`src/rtl/bcd3_enc_pkg.sv`:
```
package bcd3_enc_pkg;
  localparam int DIG_W  = 4;
  localparam int BIN_W  = 10;
  localparam int DAC_W  = 8;
  localparam int N_DIG  = 3;
  localparam int MAX_DIGIT = 9;

  typedef struct packed {
    logic capture;
    logic reject;
  } encStrobes_t;
endpackage

```
`src/rtl/bcd3_enc_ctrl.sv`:
```
module bcd3_enc_ctrl
  import bcd3_enc_pkg::*;
(
  input  logic        clk,
  input  logic        rstN,
  input  logic        loadStb,
  input  logic        digitsOk,
  output encStrobes_t strb,
  output logic        wordsValid,
  output logic        codeError
);
  always_comb begin
    strb.capture = loadStb & digitsOk;
    strb.reject  = loadStb & ~digitsOk;
  end

  always_ff @(posedge clk or negedge rstN) begin
    if (!rstN) begin
      wordsValid <= 1'b0;
      codeError  <= 1'b0;
    end else begin
      if (strb.capture) begin
        wordsValid <= 1'b1;
        codeError  <= 1'b0;
      end else if (strb.reject) begin
        codeError  <= 1'b1;
      end
    end
  end

  // valid only rises after a strobe with good digits
  p_valid_rise_r7: assert property (@(posedge clk) disable iff (!rstN)
    $rose(wordsValid) |-> $past(loadStb) && $past(digitsOk));

  // valid never falls once set
  p_valid_sticky_r7: assert property (@(posedge clk) disable iff (!rstN)
    wordsValid |=> wordsValid);

  // a refused load raises the error flag
  p_bad_flag_r6: assert property (@(posedge clk) disable iff (!rstN)
    (loadStb && !digitsOk) |=> codeError);

  // a refused load does not touch the valid flag
  p_bad_keeps_valid_r6: assert property (@(posedge clk) disable iff (!rstN)
    (loadStb && !digitsOk) |=> $stable(wordsValid));
endmodule

```
`src/rtl/bcd3_enc_datapath.sv`:
```
module bcd3_enc_datapath
  import bcd3_enc_pkg::*;
#(
  parameter int DigW      = DIG_W,
  parameter int BinW      = BIN_W,
  parameter int DacW      = DAC_W,
  parameter int CoarseShl = 1,
  parameter int FineShl   = 4
) (
  input  logic              clk,
  input  logic              rstN,
  input  logic [DigW-1:0]   digitHi,
  input  logic [DigW-1:0]   digitMid,
  input  logic [DigW-1:0]   digitLo,
  input  encStrobes_t       strb,
  output logic              digitsOk,
  output logic [BinW-1:0]   binValue,
  output logic [DacW-1:0]   coarseWord,
  output logic [DacW-1:0]   fineWord
);
  localparam int NDig = N_DIG;
  localparam logic [DigW-1:0] DigMax = DigW'(MAX_DIGIT);

  logic [NDig-1:0][DigW-1:0] digVec;
  logic [NDig-1:0]           digOk;

  assign digVec = {digitHi, digitMid, digitLo};

  for (genvar g = 0; g < NDig; g++) begin : g_digChk
    assign digOk[g] = (digVec[g] <= DigMax);
  end

  assign digitsOk = &digOk;

  function automatic logic [BinW-1:0] timesTen(input logic [BinW-1:0] x);
    return (x << 1) + (x << 3);
  endfunction

  logic [BinW-1:0] upperBin;
  logic [BinW-1:0] fullBin;
  logic [DacW-1:0] coarseNext;
  logic [DacW-1:0] fineNext;

  always_comb begin
    upperBin   = timesTen(BinW'(digitHi)) + BinW'(digitMid);
    fullBin    = timesTen(upperBin) + BinW'(digitLo);
    coarseNext = DacW'(upperBin << CoarseShl);
    fineNext   = DacW'(BinW'(digitLo) << FineShl);
  end

  always_ff @(posedge clk or negedge rstN) begin
    if (!rstN) begin
      binValue   <= '0;
      coarseWord <= '0;
      fineWord   <= '0;
    end else if (strb.capture) begin
      binValue   <= fullBin;
      coarseWord <= coarseNext;
      fineWord   <= fineNext;
    end
  end

  // words only move on a capture strobe
  p_hold_r5: assert property (@(posedge clk) disable iff (!rstN)
    !strb.capture |=> $stable(binValue) && $stable(coarseWord) && $stable(fineWord));

  // held value stays in decimal range
  p_range_r2: assert property (@(posedge clk) disable iff (!rstN)
    binValue <= BinW'(999));

  // coarse word agrees with the binary value's upper digits
  p_coarse_rel_r3: assert property (@(posedge clk) disable iff (!rstN)
    32'(coarseWord) == 32'((binValue / 10) << CoarseShl));

  // fine word agrees with the binary value's units digit
  p_fine_rel_r4: assert property (@(posedge clk) disable iff (!rstN)
    32'(fineWord) == 32'((binValue % 10) << FineShl));
endmodule

```
`src/rtl/bcd3_dac_encoder.sv`:
```
module bcd3_dac_encoder
  import bcd3_enc_pkg::*;
(
  input  logic             clk,
  input  logic             rstN,
  input  logic [DIG_W-1:0] digitHi,
  input  logic [DIG_W-1:0] digitMid,
  input  logic [DIG_W-1:0] digitLo,
  input  logic             loadStb,
  output logic [BIN_W-1:0] binValue,
  output logic [DAC_W-1:0] coarseWord,
  output logic [DAC_W-1:0] fineWord,
  output logic             wordsValid,
  output logic             codeError
);
  encStrobes_t strb;
  logic        digitsOk;

  bcd3_enc_ctrl i_ctrl (
    .clk        (clk),
    .rstN       (rstN),
    .loadStb    (loadStb),
    .digitsOk   (digitsOk),
    .strb       (strb),
    .wordsValid (wordsValid),
    .codeError  (codeError)
  );

  bcd3_enc_datapath i_dp (
    .clk        (clk),
    .rstN       (rstN),
    .digitHi    (digitHi),
    .digitMid   (digitMid),
    .digitLo    (digitLo),
    .strb       (strb),
    .digitsOk   (digitsOk),
    .binValue   (binValue),
    .coarseWord (coarseWord),
    .fineWord   (fineWord)
  );
endmodule

```
`config.mk`:
```
export PLATFORM = sky130hd
export DESIGN_NAME = bcd3_dac_encoder
export DESIGN_NICKNAME = d
export VERILOG_FILES = /design/src/rtl/bcd3_enc_pkg.sv /design/src/rtl/bcd3_enc_ctrl.sv /design/src/rtl/bcd3_enc_datapath.sv /design/src/rtl/bcd3_dac_encoder.sv
export SDC_FILE = /design/constraint.sdc
export NUM_CORES = 1
export LEC_CHECK = 0
export CAP_MARGIN = 20
export CORE_UTILIZATION = 47
export DETAILED_ROUTE_END_ITERATION = 16
export HOLD_SLACK_MARGIN = 0.06
export PLACE_DENSITY = 0.79
export SLEW_MARGIN = 0
export SYNTH_ARGS = -nofsm -noshare
export SYNTH_HDL_FRONTEND = slang
export SYNTH_SLANG_ARGS = --single-unit
```
`constraint.sdc`:
```
create_clock -name clk -period 1.2 [get_ports clk]
set_clock_uncertainty 0.15 [all_clocks]
set_input_delay 0.36 -clock clk [delete_from_list [all_inputs] [get_ports clk]]
set_output_delay 0.36 -clock clk [all_outputs]
set_load 0.02 [all_outputs]
```
==> results.txt, run 1 <==
The tools report the cell area after placement as 0.002430 sq mm. The flow did not finish. The post-synthesis cell area is 0.001544 sq mm, and the detailed placement HPWL is 3213 microns.

The maximum root-to-sink buffer count was 2. The stage where the run came to a stop is 5_1_grt. The number of flops mapped to enable cells by yosys came out at 0. Ranked by instance count, the synthesized netlist is headed by 22 x sky130_fd_sc_hd__dfrtp_1, 19 x sky130_fd_sc_hd__ha_1, 15 x sky130_fd_sc_hd__o21ai_1. The placer's final routability congestion estimate is 0.9100, and the synthesized area per cell is 10.87 sq um.

In this run the count of I/O pins placed on the die edge is 43. The count of buffers added on input and output ports is 37. Fraction of post-synthesis cell area in the top cell type by area: 35.66%. For the maximum level of the CTS H-tree, the log shows 1. The number of different library cells used by synthesis comes to 33. By area the synthesized netlist is led by sky130_fd_sc_hd__dfrtp_1 36%, sky130_fd_sc_hd__ha_1 15%, sky130_fd_sc_hd__mux2_1 8.0%. The number of cells produced by synthesis came out at 142. The Yosys step of the flow raised 0 warnings.

Measured along the x axis, the die boundary spans 59.32 microns. Sequential cells were found to cover 35.66% of the synthesized design area. Async set-or-reset flop fraction in the synthesized netlist: 100.0%. Entering global routing, the biggest net connects 23 pins. Critical endpoint after global-route timing repair: i_dp.binValue[9]$_DFFE_PN0P_/D. The number of clock buffers added by TritonCTS is 3. The tool reported: "[ERROR DPL-0038] Utilization greater than 100%, impossible to legalize".

The cell taking the most area after synthesis is sky130_fd_sc_hd__dfrtp_1. The clock root buffer was sky130_fd_sc_hd__clkbuf_4. The floorplan die height works out to 59.32 microns.

The tree built by TritonCTS fans out to 22 sinks. Initial cell density of the core: 50.16%. By instance count, the leading cell after synthesis is sky130_fd_sc_hd__dfrtp_1. Synthesis inferred 22 register bits.

The run gives 20 as the number of placement rows. After the last repair the worst path ends at a register input. The prevailing post-synth register cell is sky130_fd_sc_hd__dfrtp_1.
metrics by stage:
step,instances,util [%],setup slack (ns)
4_1_cts,286,92.48,-2.047
2_1_floorplan,146,-,-2.252
3_5_place_dp,264,78.94,-2.922
3_3_place_gp,264,78.94,-2.805
kinds of logic after synthesis:
group	count (synthesis)	share of synthesized area [%]
other	1	0.2429
muxes	11	8.023
buffers and inverters	14	4.943
DFF	22	35.66
AOI/OAI and AO/OA	41	18.48
adders and majority gates	23	20.58
xor gates and xnor gates	9	5.996
and+or+nand+nor	21	6.079
timing repair:
action | in CTS
cloned | 1
setup endpoints to repair | 45
resized for setup | 224
buffers inserted | 18
pin swaps | 34
hold buffers | 0
==> run 2, diff against run 1 <==
--- a/config.mk
+++ b/config.mk
@@ -6,10 +6,9 @@
 export NUM_CORES = 1
 export LEC_CHECK = 0
 export CAP_MARGIN = 20
-export CORE_UTILIZATION = 47
+export CORE_UTILIZATION = 32
 export DETAILED_ROUTE_END_ITERATION = 16
-export HOLD_SLACK_MARGIN = 0.06
-export PLACE_DENSITY = 0.79
+export PLACE_DENSITY_LB_ADDON = 0.15
 export SLEW_MARGIN = 0
 export SYNTH_ARGS = -nofsm -noshare
 export SYNTH_HDL_FRONTEND = slang
==> results.txt, run 2 <==
The run finished, with violations left. The final reports fail on negative setup slack. The tools report the sum of overflow across all layers after global routing as 0. The via count of the first global-routing pass is 1595, and the share of the synthesized netlist area taken by xor and xnor gates is 5.997% (unchanged). The quantity of I/O buffers inserted on ports works out to 37 (unchanged). Mux contribution to synthesized area: 8.023% (unchanged). The repair_antennas step left the layout with diodes totalling 0. The total clock buffers created by CTS was 3 (unchanged).

Global routing used 18.51% of the available tracks across all layers. The async set-or-reset flop fraction in the synthesized netlist is 100.0% (unchanged), and the initial antenna violation count is 0. The tools report the clock sink count as 22 (unchanged). Setup repair after global routing could not meet its margin everywhere. The post-route netlist has 66.92% of its cells at a drive strength greater than 1.

The analysis attributes to cell leakage a power of 0.001557 uW. Broken down by cell family, the worst path's largest delay share belongs to adder cells. The tools report the placer's final routability congestion estimate as 0.7949 (-13%). The tools report the sequential area share after synthesis as 35.66% (unchanged).

The first-pass iteration count of the detailed router was 4. For the final core utilization, the log shows 70.64%. Total chip power: 5416 uW. The detail route stage leaves a number of antenna-violating nets equal to 0. The largest single stage delay on the critical path is 0.38 ns. The number of storage elements in the synthesis netlist was 22 (unchanged); the time the final worst path needs with I/O delays and setup was 3.244 ns. The tools report the pre-CTS setup slack as -2.911 ns (+0.01050 ns). After synthesis, the largest family of logic cells by area is adder cells. The iteration-0 DRC count of the detailed router came out at 53. Number of failing hold endpoints at the final stage: 0. The initial cell density of the core came out at 34.28% (-16 points). The horizontal die dimension is 71.46 microns (+20%). The fraction of post-synthesis cell area in the top cell type by area came out at 35.66% (unchanged).

The floorplan die height was 71.46 microns (+20%). Using the TritonRoute via totals, the vias-per-cell ratio works out to 4.894. The tools report the maximum root-to-sink buffer count as 2 (unchanged). The nature of the critical path startpoint was an input pin. The post-synthesis compound-gate area fraction was 18.48% (unchanged).

The number of warnings printed during yosys synthesis is 0 (unchanged). The maximum number of pins on one net before global-route repair came out at 23. The logs give 43 (unchanged) for the number of top-level design ports and 0.005107 sq mm for the total die area. STA classifies the critical path endpoint as a flip-flop. The tools report the number of hold buffers added after CTS as 0 (unchanged). In the synthesized netlist the dominant register cell turns out to be sky130_fd_sc_hd__dfrtp_1. Ranked by flip-flop count, first place goes to i_dp.binValue.

For this run, the post-layout net count is 300. The floorplan step defined a core boundary enclosing 0.004504 sq mm. From synthesis to final layout, the design area changed by 106.1%. The max-cap check violation count is 0.

TritonCTS built the clock tree. The clock input transition at the sequential cells of the worst setup and hold paths works out to 0.08 ns. The largest registers in the layout are i_dp.binValue x10, i_dp.coarseWord x7, i_dp.fineWord x3. The category of the most critical setup path was input pin to flip-flop. The number of flops mapped to enable cells by yosys is 0 (unchanged).

The number of placement rows is 24 (+20%). The signal on the critical path passes through buf_8 -> ha_4 -> fa_2 -> a21o_1 -> buf_4 -> a32o_1 -> nand2_1 -> o41ai_2 -> ha_1 -> ha_2 -> or3_1 -> a211o_1 -> o221ai_2 -> xnor3_1 -> o21ai_1. The run gives 0 as the DRC violation count after routing.

For the worst supply voltage drop on vdd, the log shows 1169 uV. The final layout contains routed wiring with a total length of 4635 microns. Cell taking the most area after synthesis: sky130_fd_sc_hd__dfrtp_1.

The power density over the cells is 1702 mW/mm^2, and the worst endpoint data arrival time is 3.29 ns. Worst slack on hold paths: 0.2829 ns. Counting instances in the post-synthesis netlist gives the leading cell types as 22 x sky130_fd_sc_hd__dfrtp_1, 19 x sky130_fd_sc_hd__ha_1, 15 x sky130_fd_sc_hd__o21ai_1. The worst hold-check path type is input pin to async pin.

Setup violations remaining at the end of the flow were counted as 45. In this run the clock root is driven by a sky130_fd_sc_hd__clkbuf_8. Along the worst path, the maximum fanout reaches 3. The library cells used most frequently in the layout, excluding fill and tap cells, are 56 x sky130_fd_sc_hd__buf_4, 47 x sky130_fd_sc_hd__buf_6, 22 x sky130_fd_sc_hd__dfrtp_1. The run gives 0.003182 sq mm as the post-route standard cell area excluding fillers.

For the cell area after placement, the log shows 0.002452 sq mm (+0.93%). The library cell used most frequently in the layout, excluding fill and tap cells, is sky130_fd_sc_hd__buf_4. The slowest stage of the critical path belongs to the cell sky130_fd_sc_hd__fa_2. The total count of max-transition violations in the final report was 0; the worst-skew pair later-pin latency was 0.26 ns.

The register with the most flip-flops in the layout has 10 of them. For the worst setup path, the data required time is 1.25 ns. The run gives 1 (unchanged) as the maximum level of the CTS H-tree. The number of buffers and inverters on the critical path is 2. The mean routed wirelength per cell was 14.86 microns. Detailed placement HPWL: 3067 microns (-4.5%). The adder-cell area share of the yosys netlist was 20.58% (unchanged); the wire length of the first global-routing pass was 7376 microns. Most common cell in the netlist: sky130_fd_sc_hd__dfrtp_1. The worst setup margin is -2.044 ns.

The basic-gate share of the synthesized area counting and, or, nand and nor cells came out at 6.078% (unchanged). Ranked by total cell area, the synthesized netlist is headed by sky130_fd_sc_hd__dfrtp_1 36%, sky130_fd_sc_hd__ha_1 15%, sky130_fd_sc_hd__mux2_1 8.0%. The logs give 33 (unchanged) for the post-synthesis cell type count and 1527 for the routed via count.

The synthesized area per cell was 10.87 sq um (unchanged). Final clock period utilization by the worst path: 270.3%. The tools report the timing-limited maximum frequency as 308.3 MHz. Number of cells produced by synthesis: 142 (unchanged).

The run gives 0.001544 sq mm (unchanged) as the post-synthesis cell area.
[run 2: cell counts after synthesis]
Identical to the previous run, type by type.
[run 2: worst paths after layout]
path                       slack [ns]          startpoint                 end  cells after the start
setup / recovery                -2.04          digitHi[0]    i_dp.binValue[9]                     15
hold / removal                   0.28                rstN  i_dp.coarseWord[3]                      2
setup reg to reg                -0.07  i_dp.coarseWord[4]  i_dp.coarseWord[4]                      4
hold reg to reg                  0.36    i_dp.binValue[9]    i_dp.binValue[9]                      2
max in group asynchronous        0.48                rstN    i_dp.binValue[7]                      2
min in group clk                 0.33             loadStb    i_ctrl.codeError                      2
[run 2: layout make-up]
class                           instances  area [sq um]
Sequential cell                        22         550.5
Inverter                                5         18.77
Fill cell                             313          1323
Timing Repair Buffer                  120          1174
Multi-Input combinational cell        110          1333
Tap cell                               52         65.06
Clock buffer                            3         41.29
[run 2: cell families (layout without fill, tap and decap cells)]
| group | Yosys count | in the layout |
|---|---|---|
| flops | 22 | 22 |
| mux | 11 | 11 |
| buf+inv | 14 | 128 |
| other cells | 1 | 5 |
| compound gates | 41 | 41 |
| fa+ha+maj | 23 | 23 |
| simple gates | 21 | 21 |
| xor+xnor | 9 | 9 |
[run 2: routing by layer]
layer  GRT usage (%)  vias to the layer above  wire length, microns
met4           4.575                        0                     9
met2           33.86                       38                  2566
met5               0                        -                     0
met1           23.04                      742                  1870
met3           2.532                        2                   188
li1                -                      745                     -
[run 2: stage by stage]
step	instances	setup TNS [ns]
finish	312	-21.22
global route	312	-22.80
CTS	301	-22.03
detailed placement	272	-38.15
global placement	272	-37.62
floorplan	146	-15.81
[run 2: what timing repair did]
action	CTS	global route
cloned	2	0
pin swaps	40	22
endpoints found under the hold margin	0	0
buffers inserted	26	15
endpoints found under the setup margin	45	45
resized for setup	232	29
[run 2: power by group]
group | switching (uW) | total, uW | leakage, uW | internal (uW)
Combinational | 1560 | 3780 | 0.00127 | 2220
Sequential | 178 | 1170 | 0.000261 | 988
Clock | 250 | 475 | 0.0000216 | 224
Total | 1980 | 5420 | 0.00156 | 3430
No activity file was read; power rests on OpenSTA's default activity.
